$ cat src/rtl/gpio_edge_pkg.sv
`timescale 1ns/1ps
package gpio_edge_pkg;
  localparam int WORD_W = 32;
  localparam int ADDR_W = 5;

  typedef enum logic [1:0] {
    WIN_MAIN  = 2'd0,
    WIN_CAUSE = 2'd1,
    WIN_SET   = 2'd2,
    WIN_CLR   = 2'd3
  } winT;

  typedef enum logic [2:0] {
    RD_ZERO, RD_RISE, RD_FALL, RD_LEVEL, RD_CAUSE, RD_MASK, RD_OE, RD_DATA
  } rdSelT;

  typedef struct packed {
    logic  oeSet;
    logic  oeClr;
    logic  doSet;
    logic  doClr;
    logic  riseWr;
    logic  fallWr;
    logic  maskWr;
    logic  causeClr;
    rdSelT rdSel;
  } strobeT;
endpackage

$ cat src/rtl/gpio_edge_ctrl_dec.sv
`timescale 1ns/1ps
module gpio_edge_ctrl_dec
  import gpio_edge_pkg::*;
(
  input  logic              wrEn,
  input  logic [1:0]        winSel,
  input  logic [ADDR_W-1:0] addr,
  output strobeT            strobe
);
  winT win;
  assign win = winT'(winSel);

  always_comb begin
    strobe = '0;
    strobe.rdSel = RD_ZERO;
    unique case (win)
      WIN_MAIN: begin
        if (addr == 5'h00) begin strobe.rdSel = RD_RISE; strobe.riseWr = wrEn; end
        if (addr == 5'h04) begin strobe.rdSel = RD_FALL; strobe.fallWr = wrEn; end
        if (addr == 5'h08) strobe.rdSel = RD_LEVEL;
      end
      WIN_CAUSE: begin
        if (addr == 5'h00) strobe.rdSel = RD_CAUSE;
        if (addr == 5'h14) begin strobe.rdSel = RD_MASK; strobe.maskWr = wrEn; end
        if (addr == 5'h18) strobe.causeClr = wrEn;
      end
      WIN_SET: begin
        if (addr == 5'h00) begin strobe.rdSel = RD_OE;   strobe.oeSet = wrEn; end
        if (addr == 5'h04) begin strobe.rdSel = RD_DATA; strobe.doSet = wrEn; end
      end
      WIN_CLR: begin
        if (addr == 5'h00) begin strobe.rdSel = RD_OE;   strobe.oeClr = wrEn; end
        if (addr == 5'h04) begin strobe.rdSel = RD_DATA; strobe.doClr = wrEn; end
      end
      default: strobe.rdSel = RD_ZERO;
    endcase
  end
endmodule

$ cat src/rtl/gpio_edge_datapath.sv
`timescale 1ns/1ps
module gpio_edge_datapath
  import gpio_edge_pkg::*;
#(
  parameter int NPINS = 32
) (
  input  logic              clk,
  input  logic              rstN,
  input  strobeT            strobe,
  input  logic [WORD_W-1:0] wrData,
  input  logic [WORD_W-1:0] pinIn,
  output logic [WORD_W-1:0] rdData,
  output logic [WORD_W-1:0] outEn,
  output logic [WORD_W-1:0] outData,
  output logic              irq
);
  localparam logic [WORD_W-1:0] PIN_MASK = {WORD_W{1'b1}} >> (WORD_W - NPINS);

  logic [WORD_W-1:0] wrBits;
  logic [WORD_W-1:0] sync1, sync2, prevLvl;
  logic [WORD_W-1:0] riseEn, fallEn, causeReg, evMask;
  logic [WORD_W-1:0] edgeHit, shownCause;

  assign wrBits = wrData & PIN_MASK;

  // two-flop synchronizer followed by a history flop for edge detection
  always_ff @(posedge clk or negedge rstN) begin
    if (!rstN) begin
      sync1   <= '0;
      sync2   <= '0;
      prevLvl <= '0;
    end else begin
      sync1   <= pinIn & PIN_MASK;
      sync2   <= sync1;
      prevLvl <= sync2;
    end
  end

  assign edgeHit = ((sync2 & ~prevLvl & riseEn) | (~sync2 & prevLvl & fallEn)) & PIN_MASK;

  always_ff @(posedge clk or negedge rstN) begin
    if (!rstN) begin
      outEn    <= '0;
      outData  <= '0;
      riseEn   <= '0;
      fallEn   <= '0;
      evMask   <= '0;
      causeReg <= '0;
    end else begin
      if (strobe.oeSet)  outEn   <= outEn | wrBits;
      if (strobe.oeClr)  outEn   <= outEn & ~wrBits;
      if (strobe.doSet)  outData <= outData | wrBits;
      if (strobe.doClr)  outData <= outData & ~wrBits;
      if (strobe.riseWr) riseEn  <= wrBits;
      if (strobe.fallWr) fallEn  <= wrBits;
      if (strobe.maskWr) evMask  <= wrBits;
      // a fresh edge takes precedence over a same-cycle clear
      causeReg <= (causeReg & ~(strobe.causeClr ? wrBits : '0)) | edgeHit;
    end
  end

  assign shownCause = causeReg & evMask;
  assign irq = |shownCause;

  always_comb begin
    unique case (strobe.rdSel)
      RD_RISE:  rdData = riseEn;
      RD_FALL:  rdData = fallEn;
      RD_LEVEL: rdData = sync2;
      RD_CAUSE: rdData = shownCause;
      RD_MASK:  rdData = evMask;
      RD_OE:    rdData = outEn;
      RD_DATA:  rdData = outData;
      default:  rdData = '0;
    endcase
  end
endmodule

$ cat src/rtl/gpio_edge_ctrl.sv
`timescale 1ns/1ps
module gpio_edge_ctrl
  import gpio_edge_pkg::*;
#(
  parameter int NPINS = 32
) (
  input  logic        clk,
  input  logic        rstN,
  input  logic        wrEn,
  input  logic [1:0]  winSel,
  input  logic [4:0]  addr,
  input  logic [31:0] wrData,
  output logic [31:0] rdData,
  input  logic [31:0] pinIn,
  output logic [31:0] outEn,
  output logic [31:0] outData,
  output logic        irq
);
  strobeT strobe;

  gpio_edge_ctrl_dec dec_i (
    .wrEn(wrEn), .winSel(winSel), .addr(addr), .strobe(strobe)
  );

  gpio_edge_datapath #(.NPINS(NPINS)) dp_i (
    .clk(clk), .rstN(rstN), .strobe(strobe), .wrData(wrData), .pinIn(pinIn),
    .rdData(rdData), .outEn(outEn), .outData(outData), .irq(irq)
  );
endmodule

$ cat config.mk
export PLATFORM = sky130hd
export DESIGN_NAME = gpio_edge_ctrl
export DESIGN_NICKNAME = d
export VERILOG_FILES = /design/src/rtl/gpio_edge_pkg.sv /design/src/rtl/gpio_edge_ctrl_dec.sv /design/src/rtl/gpio_edge_datapath.sv /design/src/rtl/gpio_edge_ctrl.sv
export SDC_FILE = /design/constraint.sdc
export NUM_CORES = 1
export LEC_CHECK = 0
export BUFFER_PORTS_ARGS = -buffer_cell sky130_fd_sc_hd__buf_4
export CAP_MARGIN = 0
export CORE_MARGIN = 10
export CORE_UTILIZATION = 50
export DETAILED_ROUTE_END_ITERATION = 8
export PLACE_DENSITY = 0.75
export RECOVER_POWER = 25
export SLEW_MARGIN = 10
export SYNTH_ARGS = -nofsm -noshare
export SYNTH_HDL_FRONTEND = slang
export SYNTH_HIERARCHICAL = 1
export SYNTH_SLANG_ARGS = --single-unit
$ cat constraint.sdc
create_clock -name clk -period 3.3 [get_ports clk]
set_input_delay 0 -clock clk [delete_from_list [all_inputs] [get_ports clk]]
set_output_delay 0 -clock clk [all_outputs]
set_load 0.01 [all_outputs]
==> run_results.csv, run 1 <==
group,metric,value,unit
critical_path,cp_common_cell,"buf_4",
critical_path,crit_type,"in2out",
yosys,yosysSeqAreaShare,60.48,%
power,vdd_drop_max,0.0003950,V
yosys,syn_inst,1057,
floorplanning,die_w,174.4,um
layout,num_antenna_cells,0,
hold_path,min_to,"dp_i/evMask[6]$_DFFE_PN0P_",
cts,cts_resized,0,
hold_path,holdPathStages,3,
critical_path,worst_path_max_delay_cell,"dlygate4sd3_1",
detailed_routing,dr.pass1.iters,7,
yosys,synth-seq-cells,288,
cts,cts_tree,"yes",
yosys,yosysTopAreaCell,"dfrtp_1",
power,p_switching,1959,uW
power,intPower,6234,uW
grt,grt_pass1_wl,54.03,mm
power,comb_power_share,9.7,%
timing,fin_crit,2.893,ns
critical_path,endpoint_kind,"output pin",
cts,ctsLongestPathBuffers,3,
yosys,synth_area_per_cell,11.27,um2
cts,cts_max_level,1,
detailed_routing,wl,34.35,mm
yosys,yosysWarnings,6,
hold_path,hp-start,"addr[2]",
cts,clock_latency,0.55,ns
yosys,synth_area,11920,um2
timing,finalSetupTns,0,ns
critical_path,worst_setup_path_start_kind,"input pin",
grt,grt_pass1_vias,9800,
timing,slew_violations,161,
cts,clockRootBuffer,"clkbuf_16",
detailed_routing,vias_per_cell,5.816,
layout,final_cell_mix,"dfrtp_1 (288), buf_4 (165), nand2_1 (153), a21oi_1 (153), mux2_2 (94)",
grt,grtUsageTotal,21.93,%
cts,clkSinkCount,288,
layout,fillers,1739,
outcome,status,"finished with violations",
critical_path,crit_fanout,20,
floorplanning,core-area,23470,um2
place,portBuffers,170,
timing,maxSlewHeadroom,-77.87,%
layout,final_common_cell,"dfrtp_1",
power,total_power,8193,uW
critical_path,required,3.30,ns
detailed_routing,drc_errors,0,
cts,cts_setup_buffers,0,
power,swShare,23.91,%
power,power_frac_seq,48.8,%
grt,grt_max_degree,130,
timing,fin_worst_skew,0.01568,ns
layout,num-nets-final,1373,
critical_path,r2r_end,"dp_i/causeReg[25]$_DFF_PN0_",
layout,area_growth,28.64,%
detailed_routing,antenna_left,0,
floorplanning,rows,56,
yosys,synth_cell_types,43,
timing,clock.fmax,0.3456,GHz
power,pwr-share-clk,41.5,%
timing,rsz0062_at_grt,"no",
outcome,violations,"capacitance limit, slew limit",
timing,worst_pin_slew,2.668,ns
critical_path,startpoint,"addr[3]",
yosys,ys_top_cells_by_area,"dfrtp_1 (60%), mux2_2 (8.9%), a21oi_1 (6.4%), nand2_1 (4.8%), o21ai_0 (3.3%)",
detailed_routing,vias,9520,
critical_path,path_cells,"dlygate4sd3_1, buf_4, nor4b_1, o21a_4, buf_4, and2_1, a21oi_1, o21ai_0, buf_4",
grt,grt_overflow_total,0,
yosys,syn_nets,1131,
place,place_congestion,0.8439,
critical_path,rr_worst_depth,3,
critical_path,critPathArrivalTime,2.89,ns
grt,antenna_found_initial,0,
floorplanning,io-pin-count,171,
detailed_routing,wl_per_cell,20.98,um
floorplanning,die_h,174.4,um
timing,setup_viol,0,
hold_path,hp-class,"in2reg",
power,leakage,0.007069,uW
floorplanning,start_util,50.77,%
cts,hold_buffers,67,
yosys,synth.top_cell.area_share,60.48,%
critical_path,r2r_start,"dp_i/sync2[25]$_DFF_PN0_",
layout,drive_above_1_share,27.47,%
detailed_routing,drt_iter0_drc,1080,
floorplanning,dieArea,30410,um2
job,drv_cap,2,
critical_path,reg2reg_slack,2.41,ns
place,dpl.hpwl,22.80,mm
timing,fin_crit_sh,87.67,%
critical_path,max_stage_delay,0.55,ns
timing,fin_hold_ws,0.06284,ns
timing,hold_viol,0,
cts,cts_buffers,30,
power,p_per_area,534.5,nW/um2
cts,clkTransAtPathRegs,0.06,ns
==> power by group through the flow <==
stage	Sequential (uW)	Combinational, uW	Clock, uW
finish	4000	794	3400
global route	4030	879	3600
CTS	4000	810	3440
detailed placement	4060	737	0
global placement	4050	713	0
floorplan	4020	315	0
==> critical path, delay by kind of cell <==
| kind | cells | cell delay (ns) |
|---|---|---|
| compound gates | 3 | 0.80 |
| simple gates | 2 | 0.83 |
| buf+inv | 4 | 1.24 |
==> how the worst max path moves through the flow <==
| stage | endpoint | slack, ns |
|---|---|---|
| after floorplan | rdData[25] | 1.51 |
| after detailed placement | rdData[30] | 0.87 |
| after global routing | dp_i/riseEn[3]$_DFFE_PN0P_ | 0.16 |
| final | rdData[15] | 0.41 |
| after global placement | rdData[1] | 0.94 |
| after CTS | rdData[9] | 0.47 |
==> Yosys cell counts, drive strengths merged <==
master,n
a22o,6
nor4b,1
a21o,6
a221oi,20
and3,3
a221o,2
a22oi,9
nor3,4
o21a,1
buf,31
nor2,42
a222oi,9
a2111oi,1
nand2,153
and3b,1
or4,2
dfrtp,288
nand4,4
nor3b,2
o31ai,1
nand3,4
nand2b,3
a21boi,2
mux2,106
inv,33
and2,3
o21ai,78
nor2b,5
a31oi,5
a21oi,153
o211ai,9
o311a,13
mux2i,9
clkbuf,27
a32oi,21
==> per-layer routing <==
| metal | vias to the layer above | part of all wire, % | wire length, um | GRT usage (%) |
|---|---|---|---|---|
| met5 | - | 0 | 0 | 0 |
| met4 | 0 | 2.7 | 924 | 7.018 |
| met3 | 67 | 7.7 | 2635 | 3.944 |
| met2 | 374 | 49 | 16730 | 36.41 |
| met1 | 4801 | 41 | 14060 | 28.54 |
| li1 | 4278 | - | - | - |
==> final cells by class <==
class	instances	area [um2]	share of cell area, %
repair buffers	268	2196	14.32
clock buffers	43	910.9	5.942
well taps	319	399.1	2.604
multi-input cells	678	4400	28.71
inverters	33	123.9	0.8080
clock inverters	8	92.59	0.6040
flip-flops and latches	288	7207	47.01
==> cell families after synthesis <==
group           after synthesis  synth area share, %
compound gates              336                17.43
buf+inv                      91                3.339
flops                       288                60.48
mux                         115                10.93
simple gates                227                7.822
==> stage by stage <==
step | worst slack [ns] | std cells | area [um2] | util [%]
floorplan | 1.509 | 1057 | 11920 | -
global placement | 0.9432 | 1519 | 13680 | 58.30
detailed placement | 0.8702 | 1519 | 13680 | 58.30
CTS | 0.4716 | 1637 | 15380 | 65.51
global route | 0.1600 | 1637 | 15330 | 65.31
finish | 0.4069 | 1637 | 15330 | 65.31
Power figures use the tool's default switching activity.
==> inputs of run 2 (changes only) <==
--- a/config.mk
+++ b/config.mk
@@ -5,6 +5,7 @@
 export SDC_FILE = /design/constraint.sdc
 export NUM_CORES = 1
 export LEC_CHECK = 0
+export ABC_AREA = 1
 export BUFFER_PORTS_ARGS = -buffer_cell sky130_fd_sc_hd__buf_4
 export CAP_MARGIN = 0
 export CORE_MARGIN = 10
==> run 2 against run 1 <==
- the run still ends with capacitance limit, slew limit left
- sequential power about the same
- sequential share of layout area fell by 1.8 points
- largest cell class unchanged
- synthesized cell count up 40%
- count of clock-buffer cells in the layout up 6
- die area up 5.5%
- largest power group unchanged
- register-to-register slack barely moved
- via count rose by 19%
- area after synthesis is 6.2% higher
==> run_results.csv, run 2 <==
group,metric,value,unit
critical_path,crit_fanout,32,
timing,fin_worst_skew,0.006486,ns
detailed_routing,drc_errors,0,
layout,design_area,15940,um2
yosys,synth_cell_types,20,
job,drv_cap,1,
yosys,yosysSeqAreaShare,56.93,%
grt,grt_overflow_total,0,
cts,cts_buffers,30,
yosys,synth_edf_count,0,
yosys,yosysTopAreaCell,"dfrtp_1",
floorplanning,core-area,25040,um2
layout,final_cell_mix,"o21ai_0 (288), dfrtp_1 (288), inv_1 (218), nand2_1 (209), nor2_1 (164)",
cts,cts_max_level,1,
yosys,synthFlopType,"dfrtp_1",
floorplanning,die_w,179.1,um
cts,clock_latency,0.55,ns
timing,finalSetupTns,0,ns
grt,grtUsageTotal,24.03,%
timing,fin_crit_sh,81.59,%
timing,layout_setup_ws,0.6077,ns
floorplanning,die_h,179.1,um
critical_path,worst_setup_path_start_kind,"input pin",
yosys,synthMuxAreaShare,0,%
place,dp_worst_setup_slack,0.6987,ns
layout,area_growth,25.91,%
grt,antenna_found_initial,1,
timing,rsz0062_at_grt,"no",
critical_path,crit_type,"in2out",
yosys,synth_top_family_by_area,"simple AND/OR/NAND/NOR gates",
place,placed_area,14300,um2
detailed_routing,dr.pass1.iters,5,
cts,ctsLongestPathBuffers,3,
detailed_routing,vias,11369,
yosys,synth_area,12660,um2
yosys,synth_fa_ha_area_share,0,%
yosys,ys_async_sr_fraction,100.0,%
critical_path,endpoint_kind,"output pin",
outcome,status,"finished with violations",
critical_path,path_cells,"buf_4, nor2_2, nand4_1, nand3_4, buf_4, nand3_2, o21ai_0, nor2_1, nand2_1, buf_4",
timing,hold_viol,0,
yosys,synth_compound_area_share,16.46,%
critical_path,max_stage_delay,0.77,ns
hold_path,hp-class,"in2reg",
yosys,ys_top_cells_by_area,"dfrtp_1 (57%), o21ai_0 (11%), inv_1 (6.5%), nand2_1 (6.2%), nor2_1 (5.0%)",
floorplanning,dieArea,32080,um2
critical_path,critPathArrivalTime,2.69,ns
outcome,violations,"capacitance limit, slew limit",
floorplanning,rows,58,
power,leakage,0.007867,uW
power,p_per_area,523.8,nW/um2
timing,maxSlewHeadroom,-63.42,%
timing,fin_crit,2.692,ns
critical_path,required,3.30,ns
yosys,yosysWarnings,6,
layout,drive_above_1_share,15.33,%
detailed_routing,wl,38.85,mm
timing,slew_violations,96,
floorplanning,io-pin-count,171,
detailed_routing,drt_iter0_drc,1079,
yosys,synth.top_cell.area_share,56.93,%
cts,clockRootBuffer,"clkbuf_16",
cts,clkSinkCount,288,
yosys,synth_common_cells,"dfrtp_1 (288), o21ai_0 (288), inv_1 (218), nand2_1 (210), nor2_1 (167)",
critical_path,worst_path_max_delay_cell,"nand3_2",
grt,grt_pass1_vias,11425,
critical_path,cp_common_cell,"buf_4",
cts,clkTransAtPathRegs,0.06,ns
power,vdd_drop_max,0.0003892,V
yosys,synthXorXnorAreaFrac,0,%
yosys,syn_nets,1551,
layout,utilization,63.67,%
layout,num-nets-final,1766,
detailed_routing,vias_per_cell,5.554,
detailed_routing,wl_per_cell,18.98,um
yosys,synth-seq-cells,288,
detailed_routing,antenna_left,0,
floorplanning,start_util,50.56,%
place,dpl.hpwl,25.03,mm
timing,clock.fmax,0.3714,GHz
cts,cts_setup_buffers,0,
cts,cts_tree,"yes",
yosys,synth_area_per_cell,8.571,um2
yosys,yosys.area_share.simple,17.29,%
place,portBuffers,170,
grt,grt_pass1_wl,61.49,mm
timing,worst_pin_slew,2.451,ns
timing,setup_viol,0,
yosys,syn_inst,1477,
grt,grt_max_degree,97,
place,place_congestion,0.8626,
run 2: cell types whose count changed after synthesis, moves of 22 or more:
| cell | previous run | this run |
|---|---|---|
| a21oi_1 | 153 | 32 |
| inv_1 | 32 | 218 |
| mux2_2 | 94 | 0 |
| nand2_1 | 153 | 210 |
| nand4_1 | 4 | 98 |
| nor2_1 | 42 | 167 |
| o211ai_1 | 9 | 31 |
| o21ai_0 | 78 | 288 |
| o21bai_1 | 0 | 32 |
run 2: cells by family (layout without fill, tap and decap cells):
| kind of cell | after synthesis | after routing |
|---|---|---|
| AO/OA/AOI/OAI | 384 | 384 |
| buffers and inverters | 301 | 540 |
| flip-flops | 288 | 288 |
| other | 0 | 1 |
| AND/OR/NAND/NOR | 504 | 504 |
run 2: layer usage:
metal	vias to the layer above	part of all wire (%)	global-route usage [%]
li1	5280	-	-
met1	5460	41	32.10
met2	541	48	39.15
met3	88	8.4	4.086
met4	0	3.3	7.790
met5	-	0	0
run 2: area by class of cell:
type / instances / area (um2)
antenna: 1 / 2.502
clock inverter: 7 / 60.06
tap: 330 / 412.9
clock buffer: 49 / 943.4
inverter: 223 / 837.1
multi-input combinational: 888 / 4337
timing repair buffer: 261 / 2141
sequential: 288 / 7207
fill: 2020 / 9096
run 2: worst paths after layout:
check	from	endpoint	slack (ns)	cells past startpoint
max	addr[1]	rdData[13]	0.61	10
min	wrEn	dp_i/riseEn[26]$_DFFE_PN0P_	0.06	5
max reg2reg	register	register	2.41	3
min reg2reg	dp_i/sync1[6]$_DFF_PN0_	dp_i/sync2[6]$_DFF_PN0_	0.35	0
max in group asynchronous	rstN	dp_i/prevLvl[24]$_DFF_PN0_	0.91	3
min in group asynchronous	rstN	dp_i/sync1[12]$_DFF_PN0_	0.74	2
run 2: where the power goes:
| group | total, uW | switching, uW | internal (uW) |
|---|---|---|---|
| registers | 4000 | 187 | 3820 |
| clock network | 3380 | 1360 | 2010 |
| logic | 970 | 574 | 396 |
run 2: per-stage QoR:
stage,hold WS [ns],instances,power [uW]
global route,0.07446,2047,8722
floorplan,-0.2956,1477,4475
global placement,0.09223,1925,4928
finish,0.05658,2047,8350
detailed placement,0.09813,1925,4965
CTS,0.03000,2046,8413
run 2: what timing repair did:
item                                    in CTS  in global routing
resized for setup                            0                  0
hold buffers                                65                  0
endpoints found under the setup margin       0                  0
hold endpoints to repair                   315                  0
run 2: worst max-delay path, delay by kind of cell:
kind	cells	cell delay (ns)
AND/OR/NAND/NOR	6	1.55
buffers and inverters	3	0.61
AO/OA/AOI/OAI	1	0.52
==> inputs of run 3 (changes only) <==
==> constraint.sdc (replaced) <==
create_clock -name clk -period 2.8 [get_ports clk]
set_input_delay 0 -clock clk [delete_from_list [all_inputs] [get_ports clk]]
set_output_delay 0 -clock clk [all_outputs]
set_load 0.01 [all_outputs]
==> run 3 against run 2 <==
- the run still ends with capacitance limit, slew limit left
- global-route usage shrank 0.30 points
- clock power grew 34%
- die area is the same
- final cell count grew 0.29%
- routed wire length shrank 1.9%
- setup slack lost 0.11 ns
- utilization grew 0.90 points
- combinational power grew 19%
- flip-flop and latch count is the same
- non-clock buffer count grew 4
- total power grew 24%
- critical path depth grew 3
- critical endpoint is now rdData[18]
- largest cell class unchanged
==> run_results.csv, run 3 (same netlist as run 2, synthesis figures left out) <==
group,metric,value,unit
layout,final_cell_mix,"o21ai_0 (288), dfrtp_1 (288), inv_1 (218), nand2_1 (209), nor2_1 (164)",
critical_path,required,2.80,ns
floorplanning,io-pin-count,171,
layout,drive_above_1_share,15.75,%
critical_path,crit_buf_inv,5,
layout,num-nets-final,1771,
critical_path,crit_fanout,45,
detailed_routing,wl_per_cell,18.56,um
critical_path,critPathArrivalTime,2.30,ns
power,leakage,0.007965,uW
critical_path,startpoint,"winSel[0]",
layout,utilization,64.57,%
critical_path,crit_path_end,"rdData[18]",
power,total_power,10390,uW
hold_path,hp-class,"in2reg",
critical_path,reg2reg_slack,1.92,ns
critical_path,worst_path_max_delay_cell,"buf_4",
critical_path,endpoint_kind,"output pin",
layout,area_growth,27.70,%
cts,hold_buffers,65,
timing,clock.fmax,0.4341,GHz
power,intPower,7860,uW
outcome,status,"finished with violations",
critical_path,path_cells,"buf_4, inv_1, nand2_1, nor2_1, nand2_1, nand3_4, buf_4, nand3_2, buf_4, o21ai_0, nor2_1, nand2_1, buf_4",
timing,finalSetupTns,0,ns
detailed_routing,vias,11364,
power,p_switching,2532,uW
job,drv_cap,1,
floorplanning,rows,58,
power,vdd_drop_max,0.0006148,V
cts,ctsLongestPathBuffers,3,
outcome,violations,"capacitance limit, slew limit",
critical_path,crit_type,"in2out",
critical_path,max_stage_delay,0.48,ns
power,swShare,24.37,%
detailed_routing,antenna_left,0,
timing,fin_crit,2.304,ns
grt,grt_overflow_total,0,
detailed_routing,drc_errors,0,
grt,antenna_found_initial,2,
floorplanning,die_w,179.1,um
floorplanning,die_h,179.1,um
power,power_frac_seq,45.4,%
cts,clockRootBuffer,"clkbuf_16",
floorplanning,dieArea,32080,um2
cts,clkSinkCount,288,
power,comb_power_share,11.1,%
critical_path,crit_family,"buffers and inverters",
cts,cts_buffers,31,
critical_path,rr_worst_depth,3,
detailed_routing,drt_iter0_drc,1079,
hold_path,hp-start,"wrEn",
cts,cts_max_level,1,
timing,rsz0062_at_grt,"no",
cts,clock_latency,0.55,ns
timing,worst_pin_slew,2.172,ns
grt,grtUsageTotal,23.73,%
timing,hold_viol,0,
timing,fin_crit_sh,82.28,%
timing,fin_worst_skew,0.006698,ns
detailed_routing,wl,38.11,mm
cts,cts_tree,"yes",
power,p_per_area,642.8,nW/um2
timing,maxSlewHeadroom,-44.82,%
power,pwr-share-clk,43.5,%
critical_path,worst_setup_path_start_kind,"input pin",
floorplanning,core-area,25040,um2
critical_path,crit_cells,13,
cts,cts_resized,0,
critical_path,cp_common_cell,"buf_4",
cts,cts_setup_buffers,0,
grt,grt_max_degree,84,
detailed_routing,vias_per_cell,5.535,
place,portBuffers,170,
floorplanning,start_util,50.56,%
timing,setup_viol,0,
cts,clkTransAtPathRegs,0.06,ns
grt,grt_pass1_vias,11459,
detailed_routing,dr.pass1.iters,7,
grt,grt_pass1_wl,60.84,mm
timing,slew_violations,80,
place,dpl.hpwl,24.73,mm
place,place_congestion,0.8576,
-- run 3: power by group through the flow --
stage               clock (uW)  sequential, uW  combinational (uW)
global route              4750            4750                1310
detailed placement           0            4780                1080
finish                    4520            4720                1150
floorplan                    0            4760                 515
global placement             0            4770                1050
CTS                       4580            4710                1160
-- run 3: worst min-delay path: stages --
cell	delay [ns]
buf_4	0.13
nand2_1	0.12
nor2_4	0.12
nor2_1	0.11
a21oi_1	0.05
-- run 3: worst min path at each step --
stage                                        to  slack, ns  cells after the start
global route         dp_i/evMask[5]$_DFFE_PN0P_       0.05                      4
global placement       dp_i/sync1[11]$_DFF_PN0_       0.05                      1
detailed placement     dp_i/sync1[12]$_DFF_PN0_       0.05                      1
CTS                 dp_i/evMask[10]$_DFFE_PN0P_      0.006                      5
floorplan            asynchronous set/reset pin      -0.30                      0
finish               dp_i/evMask[2]$_DFFE_PN0P_       0.02                      5
-- run 3: final cells by class --
class | instances | area (um2)
fillers | 1992 | 8870
flip-flops and latches | 288 | 7207
multi-input cells | 888 | 4337
repair buffers | 265 | 2212
clock buffers | 49 | 963.4
inverters | 223 | 837.1
well taps | 330 | 412.9
clock inverters | 8 | 192.7
diodes | 2 | 5.005
-- run 3: through the flow --
stage          worst slack, ns  hold slack [ns]  cell area (um2)  instances
2_1_floorplan            1.685          -0.2956            12660       1477
3_3_place_gp            0.6471          0.04543            14370       1929
3_5_place_dp            0.6251          0.05268            14370       1929
4_1_cts                 0.6246         0.005536            16170       2051
5_1_grt                 0.3811          0.05206            16160       2052
6_report                0.4962          0.02343            16170       2053
-- run 3: per-layer routing --
metal / GRT usage (%) / up-vias / part of all wire [%]
met5: 0 / - / 0
met4: 6.730 / 0 / 2.4
met3: 5.034 / 72 / 8.6
met2: 39.20 / 508 / 47
met1: 30.98 / 5503 / 42
li1: - / 5281 / -
